### config.mk
export PLATFORM = sky130hd
export DESIGN_NAME = tck_budget_counter
export DESIGN_NICKNAME = d
export VERILOG_FILES = /design/src/rtl/tbc_pkg.sv /design/src/rtl/tbc_load_seq.sv /design/src/rtl/tbc_count.sv /design/src/rtl/tbc_ctrl.sv /design/src/rtl/tbc_rdmux.sv /design/src/rtl/tck_budget_counter.sv
export SDC_FILE = /design/constraint.sdc
export NUM_CORES = 1
export LEC_CHECK = 0
export BUFFER_PORTS_ARGS = -buffer_cell sky130_fd_sc_hd__buf_2
export CORE_MARGIN = 8
export CORE_UTILIZATION = 50
export CTS_BUF_LIST = sky130_fd_sc_hd__clkbuf_16
export DETAILED_ROUTE_END_ITERATION = 12
export PLACE_DENSITY = 0.69
export SLEW_MARGIN = 10
export SYNTH_ARGS = -nofsm -noshare
export SYNTH_HDL_FRONTEND = slang
export SYNTH_SLANG_ARGS = --single-unit
### constraint.sdc
create_clock -name clk -period 3.9 [get_ports clk]
set_input_delay 0 -clock clk [delete_from_list [all_inputs] [get_ports clk]]
set_output_delay 0 -clock clk [all_outputs]
set_load 0.02 [all_outputs]
### src/rtl/tbc_pkg.sv
package tbc_pkg;
   localparam int unsigned LANES = 4;
   typedef logic [2:0] addr_t;

   localparam addr_t A_LOAD  = 3'b100;
   localparam addr_t A_CTRL0 = 3'b101;
   localparam addr_t A_CTRL1 = 3'b110;
   localparam addr_t A_CMD   = 3'b111;

   localparam int unsigned BIT_EN   = 5;
   localparam int unsigned BIT_IE   = 5;
   localparam int unsigned BIT_DONE = 5;
   localparam int unsigned BIT_STEP = 0;

   function automatic addr_t lane_rd_addr(input int unsigned lane);
      case (lane)
         0:       return 3'b100;
         1:       return 3'b000;
         2:       return 3'b010;
         3:       return 3'b011;
         default: return 3'b001;
      endcase
   endfunction
endpackage

### src/rtl/tbc_load_seq.sv
module tbc_load_seq #(
   parameter int unsigned LANES = 4
) (
   input  logic             clk,
   input  logic             rst_n,
   input  logic             load_wr,
   output logic [LANES-1:0] lane_we,
   output logic             loaded
);
   localparam int unsigned PTR_W = (LANES > 1) ? $clog2(LANES) : 1;
   localparam logic [PTR_W-1:0] LAST = PTR_W'(LANES - 1);

   logic [PTR_W-1:0] ptr_q;

   always_ff @(posedge clk or negedge rst_n) begin
      if (!rst_n) begin
         ptr_q  <= '0;
         loaded <= 1'b0;
      end else if (load_wr) begin
         if (ptr_q == LAST) begin
            ptr_q  <= '0;
            loaded <= 1'b1;
         end else begin
            if (ptr_q == '0) loaded <= 1'b0;
            ptr_q <= ptr_q + 1'b1;
         end
      end
   end

   for (genvar i = 0; i < LANES; i++) begin : g_we
      assign lane_we[i] = load_wr && (ptr_q == PTR_W'(i));
   end
endmodule

### src/rtl/tbc_count.sv
module tbc_count #(
   parameter  int unsigned LANE_W = 8,
   parameter  int unsigned LANES  = 4,
   localparam int unsigned CNT_W  = LANE_W * LANES
) (
   input  logic              clk,
   input  logic              rst_n,
   input  logic [LANES-1:0]  lane_we,
   input  logic [LANE_W-1:0] wdata,
   input  logic              dec,
   output logic [CNT_W-1:0]  count,
   output logic              is_zero,
   output logic              is_one
);
   logic [CNT_W-1:0] count_q;
   logic [CNT_W-1:0] count_m1;

   assign count_m1 = count_q - CNT_W'(1);

   for (genvar i = 0; i < LANES; i++) begin : g_lane
      always_ff @(posedge clk or negedge rst_n) begin
         if (!rst_n)
            count_q[i*LANE_W +: LANE_W] <= '0;
         else if (lane_we[i])
            count_q[i*LANE_W +: LANE_W] <= wdata;
         else if (dec)
            count_q[i*LANE_W +: LANE_W] <= count_m1[i*LANE_W +: LANE_W];
      end
   end

   assign count   = count_q;
   assign is_zero = (count_q == '0);
   assign is_one  = (count_q == CNT_W'(1));
endmodule

### src/rtl/tbc_ctrl.sv
module tbc_ctrl
   import tbc_pkg::*;
#(
   parameter int unsigned LANE_W = 8
) (
   input  logic              clk,
   input  logic              rst_n,
   input  logic              wr,
   input  addr_t             addr,
   input  logic [LANE_W-1:0] wdata,
   output logic              load_wr,
   output logic              cmd_wr,
   output logic              cnt_en,
   output logic              irq_en,
   output logic              step_pend
);
   assign load_wr = wr && (addr == A_LOAD);
   assign cmd_wr  = wr && (addr == A_CMD);

   always_ff @(posedge clk or negedge rst_n) begin
      if (!rst_n) begin
         cnt_en    <= 1'b1;
         irq_en    <= 1'b0;
         step_pend <= 1'b0;
      end else begin
         if (wr && (addr == A_CTRL0)) cnt_en <= wdata[BIT_EN];
         if (wr && (addr == A_CTRL1)) irq_en <= wdata[BIT_IE];
         step_pend <= cmd_wr && wdata[BIT_STEP];
      end
   end
endmodule

### src/rtl/tbc_rdmux.sv
module tbc_rdmux
   import tbc_pkg::*;
#(
   parameter  int unsigned LANE_W = 8,
   localparam int unsigned CNT_W  = LANE_W * LANES
) (
   input  addr_t             addr,
   input  logic [CNT_W-1:0]  count,
   input  logic              cnt_en,
   input  logic              irq_en,
   input  logic              done,
   input  logic              step_pend,
   output logic [LANE_W-1:0] rdata
);
   always_comb begin
      rdata = '0;
      for (int unsigned i = 0; i < LANES; i++) begin
         if (addr == lane_rd_addr(i)) rdata = count[i*LANE_W +: LANE_W];
      end
      case (addr)
         A_CTRL0: rdata[BIT_EN] = cnt_en;
         A_CTRL1: rdata[BIT_IE] = irq_en;
         A_CMD: begin
            rdata[BIT_DONE] = done;
            rdata[BIT_STEP] = step_pend;
         end
         default: ;
      endcase
   end
endmodule

### src/rtl/tck_budget_counter.sv
module tck_budget_counter
   import tbc_pkg::*;
#(
   parameter int unsigned LANE_W = 8
) (
   input  logic              clk,
   input  logic              rst_n,
   input  logic              bus_stb,
   input  logic              bus_rnw,
   input  logic [2:0]        bus_addr,
   input  logic [LANE_W-1:0] bus_wdata,
   output logic [LANE_W-1:0] bus_rdata,
   input  logic              tck_tick,
   output logic              cnt_done,
   output logic              tck_hold,
   output logic              irq_req,
   output logic              cnt_at_one
);
   localparam int unsigned CNT_W = LANE_W * LANES;

   if (LANE_W < BIT_DONE + 1) begin : g_bad_lane_w
      $error("LANE_W must hold the status bit positions");
   end
   if (LANE_W > 16) begin : g_big_lane_w
      $error("LANE_W above 16 is not supported");
   end

   logic             wr;
   logic             load_wr;
   logic             cmd_wr;
   logic             cnt_en;
   logic             irq_en;
   logic             step_pend;
   logic [LANES-1:0] lane_we;
   logic             loaded;
   logic [CNT_W-1:0] count_q;
   logic             cnt_zero;
   logic             cnt_one;
   logic             dec;

   assign wr = bus_stb && !bus_rnw;

   tbc_ctrl #(.LANE_W(LANE_W)) u_ctrl (
      .clk       (clk),
      .rst_n     (rst_n),
      .wr        (wr),
      .addr      (bus_addr),
      .wdata     (bus_wdata),
      .load_wr   (load_wr),
      .cmd_wr    (cmd_wr),
      .cnt_en    (cnt_en),
      .irq_en    (irq_en),
      .step_pend (step_pend)
   );

   tbc_load_seq #(.LANES(LANES)) u_load (
      .clk     (clk),
      .rst_n   (rst_n),
      .load_wr (load_wr),
      .lane_we (lane_we),
      .loaded  (loaded)
   );

   assign dec = loaded && !cnt_zero && !load_wr &&
                ((tck_tick && cnt_en) || step_pend);

   tbc_count #(.LANE_W(LANE_W), .LANES(LANES)) u_count (
      .clk     (clk),
      .rst_n   (rst_n),
      .lane_we (lane_we),
      .wdata   (bus_wdata),
      .dec     (dec),
      .count   (count_q),
      .is_zero (cnt_zero),
      .is_one  (cnt_one)
   );

   assign cnt_done   = !loaded || cnt_zero;
   assign tck_hold   = cnt_en && cnt_done;
   assign irq_req    = irq_en && cnt_done;
   assign cnt_at_one = cnt_one;

   tbc_rdmux #(.LANE_W(LANE_W)) u_rd (
      .addr      (bus_addr),
      .count     (count_q),
      .cnt_en    (cnt_en),
      .irq_en    (irq_en),
      .done      (cnt_done),
      .step_pend (step_pend),
      .rdata     (bus_rdata)
   );
endmodule

==> reports/results.ini, run 1 <==
[status]
outcome = completed

[layout]
final_net_count = 381
area_delta_synth_final_pct = 9.357
final_common_cell = dfrtp_1
final_layout_size_suffix_gt1_share_pct = 15.88
fin_cells = 431
n_antenna_cell = 0
design_area_um2 = 3129
fillers = 505
layout_common_cells = 37 x dfrtp_1, 34 x nor2_1, 27 x buf_2

[worst_setup_path]
crit_slowest_cell = nor4_1
reg2reg_slack_ps = 990
worstSetupStartpointType = flip-flop
worst-r2r-cell-count = 5
critPathMaxStageDelay_ps = 850
crit_chain = nor4_1, and4_2, nand3_1, a21o_1, a31oi_1, buf_2
crit_required_ps = 3900
crit_family = simple AND/OR/NAND/NOR gates
end_kind = output port
crit_buf_inv = 1
critPathMaxFanout = 10
critPathKind = flip-flop to output port
r2r-start = u_count.count[16]$_DFFE_PN0P_
crit_arrival_ps = 3080
r2r-end = u_count.count[26]$_DFFE_PN0P_

[grt]
grt_max_degree = 39
grt_pass1_wl_um = 14300
grt_pass1_vias = 2660
overflow = 0
grt_antenna_before_repair = 0
grt.total_usage_pct = 21.25

[drt]
drt_iter0_markers = 250
wire_per_inst_um = 20.50
ant_nets = 0
finalWirelength_um = 8837
drc = 0
vias = 2840
dr.pass1.iters = 5
via_per_inst = 6.589

[timing]
max_freq_ghz = 0.3247
setup_ws_ps = 820.3
rsz0062_at_grt = false
setup_viol = 0
max_slew.worst_pin.slew_ps = 946.6
worst_slew_margin_rel_pct = 36.31
period_minus_slack_ps = 3080
fin_tns_setup_ps = 0
final_max_slew_viol_count = 0
finalClockSkew_ps = 2.589
fin_crit_sh_pct = 78.97
hold_viol = 0

[clock_tree]
cts_setup_buffers = 0
clk_latency_ps = 280
h-tree-depth = 2
numCtsBuffers = 5
clk_path_buf_depth = 2
clock-sinks = 38
cts_tree = done
cts-root-buf = clkbuf_16
cts.clk_slew.worst_paths_ps = 60

[place]
place_area_um2 = 2972
dpl_worst_slack_ps = 1133
hpwl_um = 6411
port_buffers = 27
place_inst = 421
globalplace.congestion = 0.9565

[worst_hold_path]
min_path_type = primary input to flip-flop
min_path_cells = 3
hold_end = u_count.count[28]$_DFFE_PN0P_
hold_path.startpoint = bus_wdata[4]

[die]
num_io_pins = 28
chipHeight_um = 91.65
dieArea_um2 = 8400
die_x_um = 91.65
initial_core_util_pct = 51.97
core_um2 = 5507
fp-row-count = 27

[power_and_ir_drop]
finalPower_mw = 1.964
p_leak_nw = 1.260
vdd_drop_max_v = 0.0004021
p_per_area_nw_per_um2 = 627.5

[synth]
synth_area_um2 = 2861
synth_sequential_area_ratio_pct = 33.28
syn_inst = 343
synth_cell_types = 57
ys.flop_type = dfrtp_1
syn_avg_cell_area_um2 = 8.343
ys_warn_count = 0
ys_ff_latch = 38
synthArstFlopShare_pct = 100.0
synth_edf_count = 0
synth.net_count = 366

[job]
max-cap-violations = 0

## cells by family (layout without fill, tap and decap cells)
family                   Yosys count  after routing  share of synthesized area [%]
flip-flops                        38             38                          33.28
AO/OA/AOI/OAI                     85             85                          19.68
multiplexers                      17             17                          6.078
AND/OR/NAND/NOR                  156            156                          29.91
adder cells (fa/ha/maj)            7              7                          3.061
buffers and inverters             33             49                          5.860
XOR/XNOR                           7              7                          2.143
## per-stage QoR
| step | hold slack [ps] | utilization, % |
|---|---|---|
| floorplan | -295.6 | - |
| global placement | 179.8 | 53.96 |
| detailed placement | 177.6 | 53.96 |
| CTS | 19.80 | 56.83 |
| global route | 37.15 | 56.83 |
| finish | 11.47 | 56.83 |
## routing by layer
| layer | wire, µm | global-route usage [%] |
|---|---|---|
| met1 | 4055 | 29.77 |
| met2 | 3888 | 32.41 |
| met3 | 678 | 3.260 |
| met4 | 214 | 7.094 |
| met5 | 0 | 0 |
## synth_stat cells, types with 3 or more instances
cell type,instances,area [µm²]
o211ai_1,7,52.55
buf_2,4,20.02
nand3_1,18,90.09
and3_1,4,25.02
or3_2,6,45.04
a31oi_1,18,112.6
o31ai_1,9,67.56
nor2_1,34,127.6
o22ai_1,8,50.05
buf_1,3,11.26
or3_1,14,87.58
nor3_1,9,45.04
ha_1,7,87.58
o21ai_0,15,75.07
clkbuf_1,10,37.54
dfrtp_1,37,925.9
or4_2,3,26.28
or4_1,16,120.1
inv_1,10,37.54
mux2i_1,14,140.1
or2_2,3,18.77
nor4_1,8,50.05
mux2_2,3,33.78
a21oi_1,11,55.05
a2111oi_0,4,35.03
xnor2_1,6,52.55
nand2_1,25,93.84
## layout make-up
type | count | area (µm²) | share of cell area (%)
Clock inverter | 3 | 12.51 | 0.3998
Tap cell | 72 | 90.09 | 2.879
Inverter | 10 | 37.54 | 1.200
Sequential cell | 38 | 952.2 | 30.43
Clock buffer | 5 | 125.1 | 3.998
Timing Repair Buffer | 31 | 170.2 | 5.438
Multi-Input combinational cell | 272 | 1742 | 55.66
## sequential cells by signal, indices dropped and copies added (netlist names)
register,flops
u_load.loaded,1
u_count.count,32
u_ctrl.irq_en,1
u_ctrl.step_pend,1
u_ctrl.cnt_en,1
u_load.ptr_q,2
## where the power goes
group	switching, mW	internal (mW)	total (mW)
logic	0.450	0.320	0.770
registers	0.254	0.547	0.802
clock network	0.161	0.231	0.392
total	0.865	1.10	1.96
## repair_timing
action / 4_1_cts / 5_1_grt
hold endpoints to repair: 38 / 0
hold buffers: 2 / 0
resized for setup: 0 / 0
## how the worst max path moves through the flow
stage | cells past startpoint | endpoint | slack, ps | from
CTS | 6 | bus_rdata[5] | 930 | u_count.count[16]$_DFFE_PN0P_
floorplan | 7 | u_count.count[25]$_DFFE_PN0P_ | 1460 | u_count.count[8]$_DFFE_PN0P_
detailed placement | 5 | u_count.count[26]$_DFFE_PN0P_ | 1130 | u_count.count[16]$_DFFE_PN0P_
global route | 6 | bus_rdata[5] | 790 | u_count.count[16]$_DFFE_PN0P_
finish | 6 | bus_rdata[5] | 820 | u_count.count[16]$_DFFE_PN0P_
global placement | 5 | u_count.count[26]$_DFFE_PN0P_ | 1010 | u_count.count[16]$_DFFE_PN0P_
## tightest hold or removal path: cells and delay by family
kind,cells,cell delay (ps)
simple gates,1,50
buf+inv,1,130
compound gates,1,60
Power figures use the tool's default switching activity.
==> run 2, diff against run 1 <==
Settings changed: ABC_AREA set to 1.
Clock period 3.9 ns to 3.13 ns, I/O delays scaled along.
==> reports/results.ini, run 2 <==
[timing]
fin_crit_sh_pct = 66.63
fin_tns_setup_ps = 0  ; unchanged
setup_ws_ps = 1044  ; +224.2 ps
max_freq_ghz = 0.4795
worst_slew_margin_rel_pct = 40.84  ; +4.5 points
hold_viol = 0  ; unchanged
finalClockSkew_ps = 4.294  ; +1.705 ps
rsz0062_at_grt = false
final_max_slew_viol_count = 0  ; unchanged
setup_viol = 0  ; unchanged
period_minus_slack_ps = 2086
max_slew.worst_pin.slew_ps = 880.7  ; -65.92 ps

[synth]
ys.flop_type = dfrtp_1
synth_area_um2 = 3206  ; +12%
ys_top_cells_by_area = dfrtp_1 29%, nand2_1 22%, nor2_1 8.7%
ys_top_cells_by_count = 190 x nand2_1, 74 x nor2_1, 65 x inv_1
netlist.area_leader.share_pct = 28.88  ; -3.5 points
syn_avg_cell_area_um2 = 6.060  ; -27%
synth.most_common_cell = nand2_1
synth_sequential_area_ratio_pct = 29.70  ; -3.6 points
synth_cell_types = 33  ; -42%
synth.net_count = 552  ; +51%
ys_warn_count = 0  ; unchanged
syn_inst = 529  ; +54%
ys_ff_latch = 38  ; unchanged
synth_top_cell_by_area = dfrtp_1
synth_edf_count = 0  ; unchanged
synthArstFlopShare_pct = 100.0  ; unchanged

[clock_tree]
clk_latency_ps = 280  ; about the same
h-tree-depth = 2  ; unchanged
ctsResizeCount = 0  ; unchanged
cts-root-buf = clkbuf_16
cts_tree = done
numCtsBuffers = 5  ; unchanged
holdBufCountCts = 1  ; -1
cts_setup_buffers = 0  ; unchanged
clk_path_buf_depth = 2  ; unchanged
clock-sinks = 38  ; unchanged
cts.clk_slew.worst_paths_ps = 60  ; about the same

[die]
die_x_um = 96.07  ; +4.8%
fp-row-count = 29  ; +7.4%
num_io_pins = 28  ; unchanged
core_um2 = 6277  ; +14%
chipHeight_um = 96.07  ; +4.8%
initial_core_util_pct = 51.07  ; -0.90 points
dieArea_um2 = 9229  ; +9.9%

[worst_setup_path]
r2r-end = u_count.count[18]$_DFFE_PN0P_
crit_arrival_ps = 2250  ; -830 ps
critPathKind = flip-flop to flip-flop
r2r-start = u_count.count[0]$_DFFE_PN0P_
worst-r2r-cell-count = 11  ; +6
cp-endpoint = u_count.count[18]$_DFFE_PN0P_
startpoint = u_count.count[0]$_DFFE_PN0P_
critPathMaxFanout = 7  ; -3
crit_required_ps = 3300  ; -600 ps
worstSetupStartpointType = flip-flop
reg2reg_slack_ps = 1040  ; +50 ps
end_kind = flip-flop

[layout]
largest_reg_flops = 32  ; unchanged
n_antenna_cell = 0  ; unchanged
layout_common_cells = 190 x nand2_1, 74 x nor2_1, 66 x inv_1
final_layout_size_suffix_gt1_share_pct = 11.94  ; -3.9 points
utilization_pct = 56.71  ; -0.12 points
area_delta_synth_final_pct = 11.05
final_common_cell = nand2_1
design_area_um2 = 3560  ; +14%
fillers = 647  ; +28%
final_net_count = 583  ; +53%

[status]
outcome = completed

[grt]
grt_pass1_wl_um = 17150  ; +20%
grt_antenna_before_repair = 0  ; unchanged
grt_max_degree = 39  ; unchanged
grt_pass1_vias = 3435  ; +29%
grt.total_usage_pct = 24.21  ; +3.0 points
overflow = 0  ; unchanged

[power_and_ir_drop]
p_per_area_nw_per_um2 = 994.7  ; +59%
vdd_drop_max_v = 0.0004468  ; +11%
p_leak_nw = 1.957  ; +55%

[drt]
via_per_inst = 5.677  ; -14%
drt_iter0_markers = 227  ; -9.2%
drc = 0  ; unchanged
vias = 3622  ; +28%
dr.pass1.iters = 7  ; +2
ant_nets = 0  ; unchanged
finalWirelength_um = 10570  ; +20%
wire_per_inst_um = 16.57  ; -19%

[place]
hpwl_um = 8069  ; +26%
dpl_worst_slack_ps = 1123  ; -9.420 ps
place_area_um2 = 3412  ; +15%
globalplace.congestion = 0.9658  ; +0.97%
port_buffers = 27  ; unchanged

[job]
max-cap-violations = 0  ; unchanged

[worst_hold_path]
hold_path.startpoint = bus_wdata[7]
min_path_type = primary input to flip-flop

[run 2: how the worst min path moves through the flow]
stage                               endpoint  slack, ps  depth (start not counted)
5_1_grt        u_count.count[30]$_DFFE_PN0P_         40                          3
3_5_place_dp    u_count.count[9]$_DFFE_PN0P_        180                          1
2_1_floorplan   u_count.count[0]$_DFFE_PN0P_       -300                          0
6_report       u_count.count[31]$_DFFE_PN0P_          3                          3
3_3_place_gp    u_count.count[9]$_DFFE_PN0P_        170                          1
4_1_cts        u_count.count[31]$_DFFE_PN0P_         10                          3
[run 2: cell type report]
type                       count  area (µm²)  share of cell area (%)
sequential                    38       952.2                   26.75
timing repair buffer          28       145.1                   4.077
clock buffer                   5       125.1                   3.515
tap                           77       96.34                   2.707
multi-input combinational    418        1968                   55.29
inverter                      69       260.3                   7.311
clock inverter                 3       12.51                  0.3515
[run 2: metrics by stage]
| stage | hold WS (ps) | cells | total power [mW] |
|---|---|---|---|
| after floorplan | -295.6 | 529 | 2.419 |
| after global placement | 167.0 | 629 | 2.964 |
| after detailed placement | 182.0 | 629 | 2.982 |
| after CTS | 11.65 | 638 | 3.491 |
| after global routing | 37.65 | 638 | 3.850 |
| final | 3.047 | 638 | 3.541 |
[run 2: kinds of logic (layout without fill, tap and decap cells)]
kind of cell	count (synthesis)	in the layout	synth area share (%)
xor gates and xnor gates	1	1	0.2733
DFF	38	38	29.70
buffers and inverters	73	105	8.899
AOI/OAI and AO/OA	80	80	14.25
and+or+nand+nor	330	330	44.15
adders and majority gates	7	7	2.732
[run 2: worst max-delay path, stage by stage, from the launching register on]
cell and delay [ps]:
dfrtp_1 380, inv_1 180, ha_1 250, nand2_1 130, nor2_2 270, nand2_1 210, inv_1 160, nand3_1 90
nand3_1 90, nand2_1 90, nand2_1 60, nand2_1 60
[run 2: report_power, final]
part	total [mW]	switching [mW]	internal, mW
Sequential	0.985	0.295	0.690
Combinational	2.06	1.41	0.649
Clock	0.497	0.209	0.289
[run 2: layer usage]
metal  global-route usage, %  part of all wire [%]
met4                   9.731                   3.8
met1                   31.58                    43
met3                   4.212                   9.1
met5                       0                     0
met2                   38.71                    44
==> run 3, diff against run 2 <==
Settings changed: ABC_AREA 1 to 0.
Clock period 3.13 ns to 2.1 ns, I/O delays scaled along.
==> reports/results.ini, run 3 (same netlist as run 1, synthesis figures left out) <==
[status]
outcome = finished, violations left
failed_checks = negative setup slack

[drt]
wire_per_inst_um = 21.24  ; +28%
dr.pass1.iters = 5  ; -2
highest_layer = met4
wl_met2_um = 5462  ; +17%
finalWirelength_um = 11070  ; +4.7%
via_per_inst = 6.568  ; +16%
routed-wl-met3_um = 903  ; -6.4%
drt_iter0_markers = 381  ; +68%
vias = 3422  ; -5.5%
ant_nets = 0  ; unchanged
drc = 0  ; unchanged
wirelength_met1_um = 4294  ; -5.3%

[power_and_ir_drop]
p_leak_nw = 1.810  ; -7.5%
vdd_drop_max_v = 0.0007982  ; +79%
power_frac_seq_pct = 24.1  ; -3.7 points
finalPower_mw = 5.274  ; +49%
p_sw_share_pct = 41.30  ; -13 points
p_int_mw = 3.096  ; +90%
power_frac_comb_pct = 60.0  ; +1.9 points
clock_power_share_pct = 15.9  ; +1.9 points
p_per_area_nw_per_um2 = 1228  ; +23%
netSwitchingPower_mw = 2.178  ; +14%

[timing]
final_max_slew_viol_count = 0  ; unchanged
period_minus_slack_ps = 2344  ; +258.8 ps
max_freq_ghz = 0.4266  ; -11%
worst_slew_margin_rel_pct = 40.48  ; -0.36 points
finalClockSkew_ps = 7.957  ; +3.663 ps
rsz0062_at_grt = true
max_slew.worst_pin.slew_ps = 892.8  ; +12.12 ps
setup_viol = 22  ; +22
setup_ws_ps = -244.3  ; -1289 ps
fin_crit_sh_pct = 111.6  ; +45 points
hold_viol = 0  ; unchanged

[die]
num_io_pins = 28  ; unchanged
core_um2 = 5507  ; -12%
die_x_um = 91.65  ; -4.6%
fp-row-count = 27  ; -6.9%
dieArea_um2 = 8400  ; -9.0%
initial_core_util_pct = 51.97  ; +0.90 points
chipHeight_um = 91.65  ; -4.6%

[layout]
fillers = 380  ; -41%
final_common_cell = buf_4
final_net_count = 471  ; -19%
final_layout_size_suffix_gt1_share_pct = 43.21  ; +31 points
design_area_um2 = 4294  ; +21%
area_delta_synth_final_pct = 50.07
layout_common_cells = 77 x buf_4, 36 x dfrtp_1, 32 x nor2_1
n_antenna_cell = 0  ; unchanged
largest_reg_flops = 32  ; unchanged

[worst_setup_path]
crit_slowest_cell = or4_4
crit_required_ps = 2230  ; -1070 ps
end_kind = flip-flop
startpoint = u_count.count[11]$_DFFE_PN0P_
crit_family = compound AO/OA/AOI/OAI gates
crit_buf_inv = 1  ; -1
critPathKind = flip-flop to flip-flop
critPathMaxStageDelay_ps = 540  ; +160 ps
r2r-end = u_count.count[17]$_DFFE_PN0P_
reg2reg_slack_ps = -240  ; -1290 ps
crit_arrival_ps = 2470  ; +220 ps
crit_chain = or4_4, or2_4, a2111o_1, buf_4, o31ai_2, a31oi_1
critPathMaxFanout = 5  ; -2
worstSetupStartpointType = flip-flop
worst-r2r-cell-count = 6  ; -5
r2r-start = u_count.count[11]$_DFFE_PN0P_

[place]
hpwl_um = 7399  ; -8.3%
globalplace.congestion = 0.9735  ; +0.80%
place_area_um2 = 3560  ; +4.3%
port_buffers = 27  ; unchanged

[worst_hold_path]
hold_end = u_count.count[28]$_DFFE_PN0P_
hold_path.startpoint = bus_wdata[4]
min_path_type = primary input to flip-flop
min_path_cells = 3  ; unchanged

[clock_tree]
clk_path_buf_depth = 2  ; unchanged
h-tree-depth = 2  ; unchanged
cts_tree = done
cts.clk_slew.worst_paths_ps = 60  ; about the same
cts-root-buf = clkbuf_16
clock-sinks = 38  ; unchanged
clk_latency_ps = 280  ; about the same
numCtsBuffers = 5  ; unchanged

[grt]
grt_pass1_wl_um = 15660  ; -8.7%
grt_pass1_vias = 3066  ; -11%
grt_max_degree = 39  ; unchanged
grt.total_usage_pct = 23.31  ; -0.90 points
grt_antenna_before_repair = 0  ; unchanged
overflow = 0  ; unchanged

[job]
max-cap-violations = 0  ; unchanged

==> run 3: changes by cell type in the layout (fill, tap and decap cells not counted), sizes merged, moves of 8 or more <==
cell / delta
nor2: -50
mux2i: +14
a31oi: +17
nor4: +8
o21ai: -32
o31ai: +9
a21oi: -8
or4: +19
or3: +20
nand2: -174
nand3: -19
inv: -58
buf: +91
==> run 3: tightest hold or removal path: cells and delay by family <==
kind | cells | cell delay, ps
buf+inv | 1 | 140
compound gates | 1 | 50
simple gates | 1 | 60
==> run 3: worst max path at each step <==
stage | slack (ps) | depth (start not counted) | to
2_1_floorplan | -260 | 7 | u_count.count[25]$_DFFE_PN0P_
3_3_place_gp | -270 | 9 | u_count.count[24]$_DFFE_PN0P_
3_5_place_dp | -290 | 9 | u_count.count[24]$_DFFE_PN0P_
4_1_cts | -180 | 5 | u_count.count[25]$_DFFE_PN0P_
5_1_grt | -260 | 5 | u_count.count[13]$_DFFE_PN0P_
6_report | -240 | 6 | u_count.count[17]$_DFFE_PN0P_
==> run 3: through the flow <==
step	instances	worst slack [ps]	util (%)	hold slack [ps]	TNS (ps)
2_1_floorplan	343	-256.9	-	-295.6	-1285
3_3_place_gp	493	-268.5	64.64	156.4	-1486
3_5_place_dp	493	-286.5	64.64	160.1	-2264
4_1_cts	508	-177.9	71.03	18.72	-1848
5_1_grt	521	-260.0	77.98	28.82	-3497
6_report	521	-244.3	77.98	19.02	-2167
==> run 3: timing repair <==
action	CTS	global route
endpoints found under the hold margin	37	0
gates cloned	1	3
buffers inserted	5	12
setup endpoints to repair	24	37
pin swaps	17	45
resized for setup	35	63
hold buffers	1	0
==> run 3: final cells by class <==
class                      instances  area (µm²)  area share, %
clock buffer                       5       125.1          2.914
multi-input combinational        274        2151          50.09
inverter                          10       37.54         0.8741
tap                               72       90.09          2.098
sequential                        38       953.4          22.20
timing repair buffer             119       899.6          20.95
clock inverter                     3       37.54         0.8741
==> run 3: power groups by stage <==
stage	Clock (mW)	Sequential [mW]	Combinational [mW]
3_5_place_dp	0	1.24	2.43
4_1_cts	0.838	1.25	2.60
5_1_grt	0.865	1.29	3.34
3_3_place_gp	0	1.22	2.37
6_report	0.839	1.27	3.16
2_1_floorplan	0	1.30	1.21
==> run 3: routing by layer <==
metal | up-vias | GRT usage, %
met5 | - | 0
met4 | 0 | 10.78
met3 | 40 | 3.504
met2 | 204 | 38.84
met1 | 1650 | 28.96
li1 | 1528 | -
